File: config.mk
export PLATFORM = sky130hd
export DESIGN_NAME = mono_raster_timer
export DESIGN_NICKNAME = d
export VERILOG_FILES = /design/src/rtl/rt_pkg.sv /design/src/rtl/rt_counters.sv /design/src/rtl/rt_fetch.sv /design/src/rtl/rt_shifter.sv /design/src/rtl/mono_raster_timer.sv
export SDC_FILE = /design/constraint.sdc
export NUM_CORES = 1
export LEC_CHECK = 0
export ABC_CLOCK_PERIOD_IN_PS = 4050
export BUFFER_PORTS_ARGS = -buffer_cell sky130_fd_sc_hd__buf_2
export CAP_MARGIN = 20
export CORE_UTILIZATION = 39
export DETAILED_ROUTE_END_ITERATION = 7
export PLACE_DENSITY_LB_ADDON = 0.15
export SLEW_MARGIN = 20
export SYNTH_ARGS = -nofsm -noshare
export SYNTH_HDL_FRONTEND = slang
export SYNTH_HIERARCHICAL = 1
export SYNTH_SLANG_ARGS = --single-unit
export TNS_END_PERCENT = 50
File: constraint.sdc
create_clock -name clk -period 4.05 [get_ports clk]
set_clock_uncertainty 0.1 [all_clocks]
set_input_delay 0.81 -clock clk [delete_from_list [all_inputs] [get_ports clk]]
set_output_delay 0.81 -clock clk [all_outputs]
set_load 0.05 [all_outputs]
File: src/rtl/rt_pkg.sv
package rt_pkg;

  typedef struct packed {
    logic hblank_n;
    logic hsync_n;
    logic vblank_n;
    logic vsync_n;
  } sync_t;

  // true when val lies in [lo, lo+len)
  function automatic logic in_span(input int val, input int lo, input int len);
    return (val >= lo) && (val < lo + len);
  endfunction

endpackage

File: src/rtl/rt_counters.sv
module rt_counters #(
  parameter int H_TOTAL = 704,
  parameter int V_TOTAL = 370,
  parameter int H_RST   = 512,
  parameter int V_RST   = 369,
  parameter int HW      = 10,
  parameter int VW      = 9
) (
  input  logic          clk,
  input  logic          rst_n,
  output logic [HW-1:0] h,
  output logic [VW-1:0] v,
  output logic [HW-1:0] next_h,
  output logic [VW-1:0] next_v
);

  logic h_end, v_end;

  assign h_end = (h == HW'(H_TOTAL - 1));
  assign v_end = (v == VW'(V_TOTAL - 1));

  always_comb begin
    next_h = h_end ? '0 : h + 1'b1;
    next_v = v;
    if (h_end) next_v = v_end ? '0 : v + 1'b1;
  end

  always_ff @(posedge clk or negedge rst_n) begin
    if (!rst_n) begin
      h <= HW'(H_RST);
      v <= VW'(V_RST);
    end else begin
      h <= next_h;
      v <= next_v;
    end
  end

endmodule

File: src/rtl/rt_fetch.sv
module rt_fetch #(
  parameter int H_ACTIVE = 512,
  parameter int V_ACTIVE = 342,
  parameter int V_TOTAL  = 370,
  parameter int WORD_W   = 16,
  parameter int ADDR_W   = 24,
  parameter int HW       = 10,
  parameter int VW       = 9
) (
  input  logic              clk,
  input  logic              rst_n,
  input  logic [HW-1:0]     h,
  input  logic [VW-1:0]     v,
  input  logic [ADDR_W-1:0] base,
  input  logic              load,
  output logic              fetch_valid,
  input  logic              fetch_ready,
  output logic [ADDR_W-1:0] fetch_addr,
  input  logic              rd_valid,
  input  logic [WORD_W-1:0] rd_data,
  output logic [WORD_W-1:0] word_out
);

  localparam int WPL = H_ACTIVE / WORD_W;
  localparam int FW  = $clog2(WPL + 1);
  localparam int BPW = WORD_W / 8;

  logic              init, grant, accept;
  logic [VW-1:0]     frow, nrow;
  logic [FW-1:0]     fidx;
  logic              on, pending, drop, full;
  logic [ADDR_W-1:0] base_q;
  logic [WORD_W-1:0] hold;

  // first blanked dot of every line retargets the fetcher to the next line
  assign init   = (h == HW'(H_ACTIVE));
  assign nrow   = (v == VW'(V_TOTAL - 1)) ? '0 : v + 1'b1;

  assign fetch_valid = on && !full && !pending && (fidx < FW'(WPL)) && !init;
  assign grant       = fetch_valid && fetch_ready;
  assign accept      = rd_valid && pending && !drop && !init;
  assign fetch_addr  = base_q +
                       (ADDR_W'(frow) * ADDR_W'(WPL) + ADDR_W'(fidx)) * ADDR_W'(BPW);
  assign word_out    = full ? hold : (accept ? rd_data : '0);

  always_ff @(posedge clk or negedge rst_n) begin
    if (!rst_n) begin
      frow    <= '0;
      fidx    <= '0;
      on      <= 1'b1;
      base_q  <= '0;
      pending <= 1'b0;
      drop    <= 1'b0;
      full    <= 1'b0;
      hold    <= '0;
    end else begin
      if (grant)         pending <= 1'b1;
      else if (rd_valid) pending <= 1'b0;

      if (init) begin
        frow <= nrow;
        fidx <= '0;
        on   <= (nrow < VW'(V_ACTIVE));
        full <= 1'b0;
        // a word still in flight belongs to the old line
        drop <= pending && !rd_valid;
        if (nrow == '0) base_q <= base;
      end else begin
        if (grant)    fidx <= fidx + 1'b1;
        if (rd_valid) drop <= 1'b0;
        if (load) begin
          full <= 1'b0;
        end else if (accept) begin
          full <= 1'b1;
          hold <= rd_data;
        end
      end
    end
  end

endmodule

File: src/rtl/rt_shifter.sv
module rt_shifter #(
  parameter int WORD_W = 16
) (
  input  logic              clk,
  input  logic              rst_n,
  input  logic              load,
  input  logic [WORD_W-1:0] word_in,
  output logic              bit_out
);

  logic [WORD_W-1:0] sreg;

  always_ff @(posedge clk or negedge rst_n) begin
    if (!rst_n)    sreg <= '0;
    else if (load) sreg <= word_in;
    else           sreg <= {sreg[WORD_W-2:0], 1'b0};
  end

  assign bit_out = sreg[WORD_W-1];

endmodule

File: src/rtl/mono_raster_timer.sv
module mono_raster_timer #(
  parameter int H_ACTIVE = 512,
  parameter int H_TOTAL  = 704,
  parameter int H_FP     = 14,
  parameter int H_SYNC   = 32,
  parameter int V_ACTIVE = 342,
  parameter int V_TOTAL  = 370,
  parameter int V_FP     = 0,
  parameter int V_SYNC   = 4,
  parameter int WORD_W   = 16,
  parameter int ADDR_W   = 24
) (
  input  logic                        clk,
  input  logic                        rst_n,
  input  logic [ADDR_W-1:0]           vid_base,
  output logic                        fetch_valid,
  input  logic                        fetch_ready,
  output logic [ADDR_W-1:0]           fetch_addr,
  input  logic                        rd_valid,
  input  logic [WORD_W-1:0]           rd_data,
  output logic                        hblank_n,
  output logic                        hsync_n,
  output logic                        vblank_n,
  output logic                        vsync_n,
  output logic                        pixel,
  output logic [$clog2(H_TOTAL)-1:0]  hcount,
  output logic [$clog2(V_TOTAL)-1:0]  vcount,
  output logic                        frame_pulse
);

  localparam int HW       = $clog2(H_TOTAL);
  localparam int VW       = $clog2(V_TOTAL);
  localparam int HS_START = H_ACTIVE + H_FP;
  localparam int VS_START = V_ACTIVE + V_FP;

  logic [HW-1:0]     h, nh;
  logic [VW-1:0]     v, nv;
  logic              load, raw_bit;
  logic [WORD_W-1:0] word;
  rt_pkg::sync_t     st;

  rt_counters #(
    .H_TOTAL(H_TOTAL), .V_TOTAL(V_TOTAL),
    .H_RST(H_ACTIVE), .V_RST(V_TOTAL - 1),
    .HW(HW), .VW(VW)
  ) u_cnt (
    .clk(clk), .rst_n(rst_n), .h(h), .v(v), .next_h(nh), .next_v(nv)
  );

  // a new word enters the shifter on the edge that starts its first dot
  assign load = (int'(nh) < H_ACTIVE) && (int'(nv) < V_ACTIVE) &&
                ((int'(nh) % WORD_W) == 0);

  rt_fetch #(
    .H_ACTIVE(H_ACTIVE), .V_ACTIVE(V_ACTIVE), .V_TOTAL(V_TOTAL),
    .WORD_W(WORD_W), .ADDR_W(ADDR_W), .HW(HW), .VW(VW)
  ) u_fetch (
    .clk(clk), .rst_n(rst_n), .h(h), .v(v), .base(vid_base), .load(load),
    .fetch_valid(fetch_valid), .fetch_ready(fetch_ready), .fetch_addr(fetch_addr),
    .rd_valid(rd_valid), .rd_data(rd_data), .word_out(word)
  );

  rt_shifter #(.WORD_W(WORD_W)) u_shift (
    .clk(clk), .rst_n(rst_n), .load(load), .word_in(word), .bit_out(raw_bit)
  );

  always_comb begin
    st.hblank_n = !rt_pkg::in_span(int'(h), H_ACTIVE, H_TOTAL - H_ACTIVE);
    st.hsync_n  = !rt_pkg::in_span(int'(h), HS_START, H_SYNC);
    st.vblank_n = !rt_pkg::in_span(int'(v), V_ACTIVE, V_TOTAL - V_ACTIVE);
    st.vsync_n  = !rt_pkg::in_span(int'(v), VS_START, V_SYNC);
  end

  assign hblank_n    = st.hblank_n;
  assign hsync_n     = st.hsync_n;
  assign vblank_n    = st.vblank_n;
  assign vsync_n     = st.vsync_n;
  assign pixel       = raw_bit && st.hblank_n && st.vblank_n;
  assign hcount      = h;
  assign vcount      = v;
  assign frame_pulse = (int'(v) == VS_START) && (h == '0);

endmodule

==> out/metrics.csv, run 1 <==
stage,metric,value,unit
clock_tree,cts_root_buf,clkbuf_16,
floorplanning,die_y,124,um
power_and_ir_drop,vdd_ir_drop_max,0.247,mV
synth,syn_inst,563,
floorplanning,io_pins,94,
power_and_ir_drop,cellPowerDensity,287,nW/um^2
sta,setup_ws,0.153,ns
floorplanning,die_w,124,um
routing,wire_per_inst,16.9,um
clock_tree,cts_tree,yes,
sta,slew_viol_final,0,
floorplanning,core,14500,sq um
global_route,grtUsageTotal,19.1,%
clock_tree,clock_latency,0.35,ns
global_route,grt_overflow,0,
finish,layout.cells.non_filler,851,
place,dp.cells,827,
sta,fmax,257,MHz
clock_tree,htree_levels,3,
place,dpl_worst_slack,0.263,ns
synth,synth_top_family_by_area,simple AND/OR/NAND/NOR gates,
finish,nets,734,
routing,drt-pass1-iter-count,4,
synth,post_synth_num_cell_types,63,
run_status,run_status,"finished, final reports clean",
synth,avgSynthCellArea,10.3,sq um
critical_path,start_kind,flop,
critical_path,slowest_delay,0.48,ns
synth,synth.mux.area_fraction,12.7,%
synth,yosys.area_share.adder,6.15,%
routing,vias,4691,
synth,synth_seq_cells,94,
critical_path,crit_path_top_delay_cell,or4_1,
routing,first_iter_violations,294,
sta,setup_viol,0,
sta,finalHoldViolations,0,
clock_tree,clock_sink_count,94,
synth,synth_xor_area_share,5.87,%
critical_path,crit_arrival,2.99,ns
floorplanning,initial_utilization,40.1,%
synth,synth_common_cells,"87 x dfrtp_1, 54 x nand2_1, 32 x o21ai_0",
finish,antenna_cells,0,
sta,tightest_slew,0.791,ns
place,port_buffers,93,
synth,synth_top_area_share,37.4,%
synth,synthArstFlopShare,100,%
critical_path,rr_startpoint,u_cnt/h[1],
synth,syn_nets,635,
finish,fillers,1387,
routing,drt_drc_violations_left,0,
floorplanning,die_area,15400,sq um
critical_path,r2r_slack,0.42,ns
finish,area_delta_synth_final,20.7,%
synth,syn_area,5820,sq um
critical_path,path_delay_family,simple AND/OR/NAND/NOR gates,
finish,multiInputGateArea,3480,sq um
critical_path,crit_buf_inv,1,
clock_tree,cts_made_buffers,9,
critical_path,crit_path_frequent_cell,ha_4,
sta,fin_crit_sh,96.2,%
global_route,grt_pass1_wl,22700,um
global_route,grt_pass1_vias,4535,
sta,slew_headroom,47.3,%
global_route,grt_max_degree,61,
synth,yosysSeqAreaShare,40.6,%
min_path,whs_endpoint,u_shift/sreg[10],
critical_path,cp_cell_sequence,"ha_4, ha_4, nand2_2, nor2_4, xor2_2, ha_1, a21boi_1, o21ai_0, a21o_1, or4_1, nand3_1, buf_6",
synth,synth_compound_area_share,14.7,%
synth,yosys.area_share.simple,16.9,%
min_path,hold_path.class,reg -> reg,
power_and_ir_drop,finalPower,2.02,mW
routing,routed_via_density,5.51,
critical_path,r2r_end,u_shift/sreg[2],
critical_path,cp_num_cells,12,
critical_path,crit_fanout,5,
finish,drive_above_1_share,34.0,%
clock_tree,cts.hold.buffers_added,0,
critical_path,required,3.14,ns
synth,yosysMostFrequentCell,dfrtp_1,
floorplanning,row_count,44,
global_route,antenna_found_initial,0,
min_path,min_from,u_shift/sreg[9],
place,placed_cell_area,6460,sq um
place,gp_congestion,0.847,
critical_path,worstSetupPathType,reg -> out,
synth,synthTopCellsByArea,"dfrtp_1 37%, mux2_4 7.5%, ha_1 5.8%, mux2_2 5.2%, nand2_1 3.5%",
routing,routed_wl,14400,um
finish,ff_latch_area,2360,sq um
sta,fin_crit,3.90,ns
finish,fin_area,7030,sq um
synth,synth_edf_count,0,
synth,synth_flop_cell,dfrtp_1,
synth,yosys.area.top_type,dfrtp_1,
place,dp_hpwl,10100,um
flow_run,drv_cap,0,
power_and_ir_drop,p_leak,3.25,nW
clock_tree,clkTransAtPathRegs,0.07,ns
routing,final_antenna_net_count,0,
critical_path,ff2ff_path_depth,9,
critical_path,cp-end-kind,output port,
synth,synth_warnings,6,
clock_tree,clk_path_buf_depth,2,
min_path,min_path_cells,1,
==> stage by stage <==
stage	util, %	hold slack (ns)	setup TNS, ns
floorplan	-	0.355	0
global placement	44.4	0.361	0
detailed placement	44.4	0.367	0
CTS	46.9	0.390	0
global route	48.4	0.401	-0.00626
finish	48.4	0.385	0
==> power breakdown <==
part | internal (mW) | switching [mW] | total (mW)
Clock | 0.439 | 0.414 | 0.854
Combinational | 0.0723 | 0.110 | 0.182
Sequential | 0.962 | 0.0215 | 0.984
Total | 1.47 | 0.546 | 2.02
==> registers in the layout, summed over array words and instances (netlist names) <==
| name | cells |
|---|---|
| u_fetch/frow | 9 |
| u_fetch/pending | 1 |
| u_fetch/fidx | 6 |
| u_cnt/v | 9 |
| u_cnt/h | 10 |
| u_fetch/on | 1 |
| u_fetch/base_q | 24 |
| u_fetch/hold | 16 |
| u_fetch/drop | 1 |
| u_shift/sreg | 16 |
| u_fetch/full | 1 |
==> timing repair <==
action,in CTS,in global routing
resized for setup,11,40
endpoints found under the setup margin,6,12
pin swaps,3,9
setup buffers,3,5
==> placed cells by master, fill, tap and decap left out, drive strengths merged, types with 9 or more instances in the layout <==
cell type  Yosys  routed
a22o          18      18
ha            27      27
nor2          29      29
xnor2         18      18
mux2          56      56
nor3           9       9
inv           10      15
clkbuf        10      10
nor4          11      11
and3          10      10
buf           12     109
nand2         54      54
a21oi         31      31
nand3         29      29
o21ai         34      34
dfrtp         87      87
xor2          21      21
==> routing by layer <==
metal	GRT usage [%]	wire length, um	up-vias
li1	-	-	2266
met1	24.3	6410	2311
met2	32.8	7180	103
met3	4.62	681	11
met4	3.94	134	0
met5	0	0	-
==> area by class of cell <==
class                   instances  area share, %
clock buffers                   9           3.20
clock inverters                 7           1.07
inverters                      10          0.534
multi-input cells             437           49.5
flip-flops and latches         94           33.6
well taps                     184           3.28
repair buffers                110           8.83
==> worst reg2reg max path: stages, from the launching register on <==
cell and delay (ns):
dfrtp_1 0.49, ha_1 0.25, nand3_2 0.16, or4_1 0.58, and2_2 0.23, or4_1 0.52
a211o_1 0.27, a31oi_2 0.21, buf_4 0.32, mux2_2 0.38
==> how the worst max path moves through the flow <==
| stage | to | from |
|---|---|---|
| after floorplan | u_fetch/hold[10] | u_cnt/h[1] |
| final | fetch_addr[20] | u_fetch/fidx[5] |
| after global placement | fetch_addr[20] | u_fetch/fidx[5] |
| after global routing | fetch_addr[18] | u_fetch/frow[0] |
| after CTS | fetch_addr[20] | u_fetch/fidx[5] |
| after detailed placement | fetch_addr[20] | u_fetch/fidx[5] |
==> cell families (layout without fill, tap and decap cells) <==
| kind of cell | after synthesis | in the layout |
|---|---|---|
| buffers and inverters | 32 | 136 |
| AND/OR/NAND/NOR | 185 | 185 |
| AO/OA/AOI/OAI | 129 | 129 |
| multiplexers | 56 | 56 |
| XOR/XNOR | 39 | 39 |
| flip-flops | 94 | 94 |
| adder cells (fa/ha/maj) | 28 | 28 |
Power figures use the tool's default switching activity.
==> run 2, diff against run 1 <==
--- a/config.mk
+++ b/config.mk
@@ -6,10 +6,10 @@
 export NUM_CORES = 1
 export LEC_CHECK = 0
 export ABC_CLOCK_PERIOD_IN_PS = 4050
-export BUFFER_PORTS_ARGS = -buffer_cell sky130_fd_sc_hd__buf_2
 export CAP_MARGIN = 20
 export CORE_UTILIZATION = 39
 export DETAILED_ROUTE_END_ITERATION = 7
+export DONT_BUFFER_PORTS = 1
 export PLACE_DENSITY_LB_ADDON = 0.15
 export SLEW_MARGIN = 20
 export SYNTH_ARGS = -nofsm -noshare
==> run 2 against run 1 <==
  * Largest power group unchanged
  * Routed wire length is 2.9% lower
  * Via count fell by 4.2%
  * Highest routed layer unchanged
  * Combinational power down 21%
  * Sequential share of layout area rose by 0.92 points
  * Fmax is 0.85% lower
  * Worst setup slack worse by 0.034 ns
  * Sequential cell count unchanged
  * Hold slack worse by 0.32 ns
  * Cell area shrank 2.7%
  * Die area stayed put
  * Sequential power about the same
==> out/metrics.csv, run 2 (synthesis gave the netlist of run 1 again) <==
stage,metric,value,unit
run_status,run_status,"finished, final reports clean",
place,dpl_worst_slack,0.303,ns
global_route,grtUsageTotal,19.1,%
critical_path,slowest_delay,0.50,ns
place,port_buffers,0,
flow_run,drv_cap,0,
place,placed_cell_area,6260,sq um
clock_tree,cts_tree,yes,
finish,nets,676,
floorplanning,die_area,15400,sq um
critical_path,crit_arrival,3.02,ns
place,gp_congestion,0.816,
routing,drt_drc_violations_left,0,
clock_tree,clkTransAtPathRegs,0.07,ns
critical_path,cp-end-kind,output port,
finish,final_common_cell,dfrtp_1,
floorplanning,io_pins,94,
clock_tree,cts.hold.buffers_added,0,
clock_tree,clock_sink_count,94,
floorplanning,core,14500,sq um
clock_tree,cts_root_buf,clkbuf_16,
sta,setup_ws,0.119,ns
global_route,antenna_found_initial,0,
critical_path,required,3.14,ns
floorplanning,row_count,44,
finish,ff_latch_area,2360,sq um
finish,drive_above_1_share,28.7,%
sta,setup_viol,0,
clock_tree,htree_levels,3,
critical_path,worstSetupPathType,reg -> out,
finish,multiInputGateArea,3490,sq um
sta,tightest_slew,1.05,ns
clock_tree,clock_latency,0.35,ns
critical_path,cp_cell_sequence,"ha_2, ha_4, nand2_2, nor2_4, xor2_2, ha_1, a21boi_2, o21ai_0, a21o_1, or4_4, nand3_2, buf_8",
sta,slew_headroom,29.9,%
critical_path,path_delay_family,adder cells,
power_and_ir_drop,vdd_ir_drop_max,0.227,mV
routing,routed_via_density,5.67,
critical_path,start_kind,flop,
finish,fillers,1384,
finish,area_delta_synth_final,17.5,%
power_and_ir_drop,cellPowerDensity,296,nW/um^2
global_route,grt_max_degree,95,
min_path,hold_path.class,in -> async,
finish,fin_area,6840,sq um
floorplanning,die_w,124,um
routing,drt-pass1-iter-count,5,
critical_path,crit_fanout,7,
floorplanning,initial_utilization,40.1,%
global_route,grt_pass1_vias,4489,
routing,first_iter_violations,243,
finish,largest_register,u_fetch/base_q,
global_route,grt_pass1_wl,22700,um
critical_path,crit_path_top_delay_cell,or4_4,
place,dp_hpwl,9760,um
sta,slew_viol_final,0,
routing,vias,4493,
critical_path,crit_buf_inv,1,
clock_tree,cts_made_buffers,9,
finish,top_regs,"u_fetch/base_q: 24 flops, u_fetch/hold: 16 flops, u_shift/sreg: 16 flops",
global_route,grt_overflow,0,
routing,routed_wl,14000,um
sta,fin_crit_sh,97.1,%
sta,fmax,254,MHz
floorplanning,die_y,124,um
finish,antenna_cells,0,
power_and_ir_drop,p_leak,3.07,nW
finish,final_cell_mix,"87 x dfrtp_1, 51 x nand2_1, 50 x buf_4",
sta,fin_crit,3.93,ns
sta,finalHoldViolations,0,
clock_tree,clk_path_buf_depth,2,
routing,wire_per_inst,17.6,um
routing,final_antenna_net_count,0,
sta,grt_setup_unrepaired,true,
finish,largest_register_ffs,24,
power_and_ir_drop,finalPower,2.02,mW
sta,hold_ws,0.0647,ns
-- run 2: changes by cell type in the layout (fill, tap and decap cells not counted), moves of 2 or more --
cell     delta
inv_8       -2
a21oi_1     -2
a21oi_2     +2
o21ai_0     +2
buf_4      +28
xnor2_2     +2
nand3_2     +2
buf_2      -85
-- run 2: timing repair --
action	4_1_cts	5_1_grt
hold endpoints to repair	0	0
pin swaps	1	5
buffers inserted	3	6
endpoints found under the setup margin	6	9
resized for setup	6	36
-- run 2: per-layer routing --
layer  track usage [%]  vias up  part of all wire, %
li1                  -     2146                    -
met1              24.7     2208                   44
met2              30.9      125                   48
met3              5.31       14                  6.3
met4              5.88        0                  1.5
met5                 0        -                    0
-- run 2: metrics by stage --
stage          std cells  util (%)  setup TNS [ns]
6_report             793      47.1               0
5_1_grt              793      47.1          -0.112
4_1_cts              787      45.5               0
3_5_place_dp         768      43.1               0
3_3_place_gp         768      43.0               0
2_1_floorplan        563         -               0
-- run 2: where the power goes --
| part | leakage [nW] | internal [mW] | switching (mW) |
|---|---|---|---|
| Sequential | 1.21 | 0.963 | 0.0229 |
| Combinational | 1.71 | 0.0610 | 0.0821 |
| Clock | 0.152 | 0.506 | 0.388 |
-- run 2: area by class of cell --
type / instances / share of cell area, %
Timing Repair Buffer: 52 / 5.87
Clock buffer: 10 / 3.49
Sequential cell: 94 / 34.5
Clock inverter: 6 / 1.10
Inverter: 10 / 0.549
Multi-Input combinational cell: 437 / 51.1
Tap cell: 184 / 3.37
-- run 2: worst paths after layout --
| check | start | end | slack (ns) | cells after the start |
|---|---|---|---|---|
| setup / recovery | u_fetch/fidx[5] | fetch_addr[20] | 0.12 | 12 |
| hold / removal | rst_n | u_fetch/frow[4] | 0.06 | 0 |
| setup reg to reg | u_cnt/h[0] | u_shift/sreg[2] | 0.39 | 9 |
| hold reg to reg | u_shift/sreg[14] | u_shift/sreg[15] | 0.38 | 1 |
| max in group asynchronous | rst_n | u_cnt/h[9] | 3.56 | 0 |
| min in group clk | u_shift/sreg[14] | u_shift/sreg[15] | 0.38 | 1 |
-- run 2: worst register-to-register path, delay by kind of cell (launching register included) --
kind	cells	cell delay [ns]
DFF	1	0.36
adders and majority gates	1	0.21
AOI/OAI and AO/OA	2	0.49
muxes	1	0.39
buffers and inverters	1	0.32
and+or+nand+nor	4	1.68
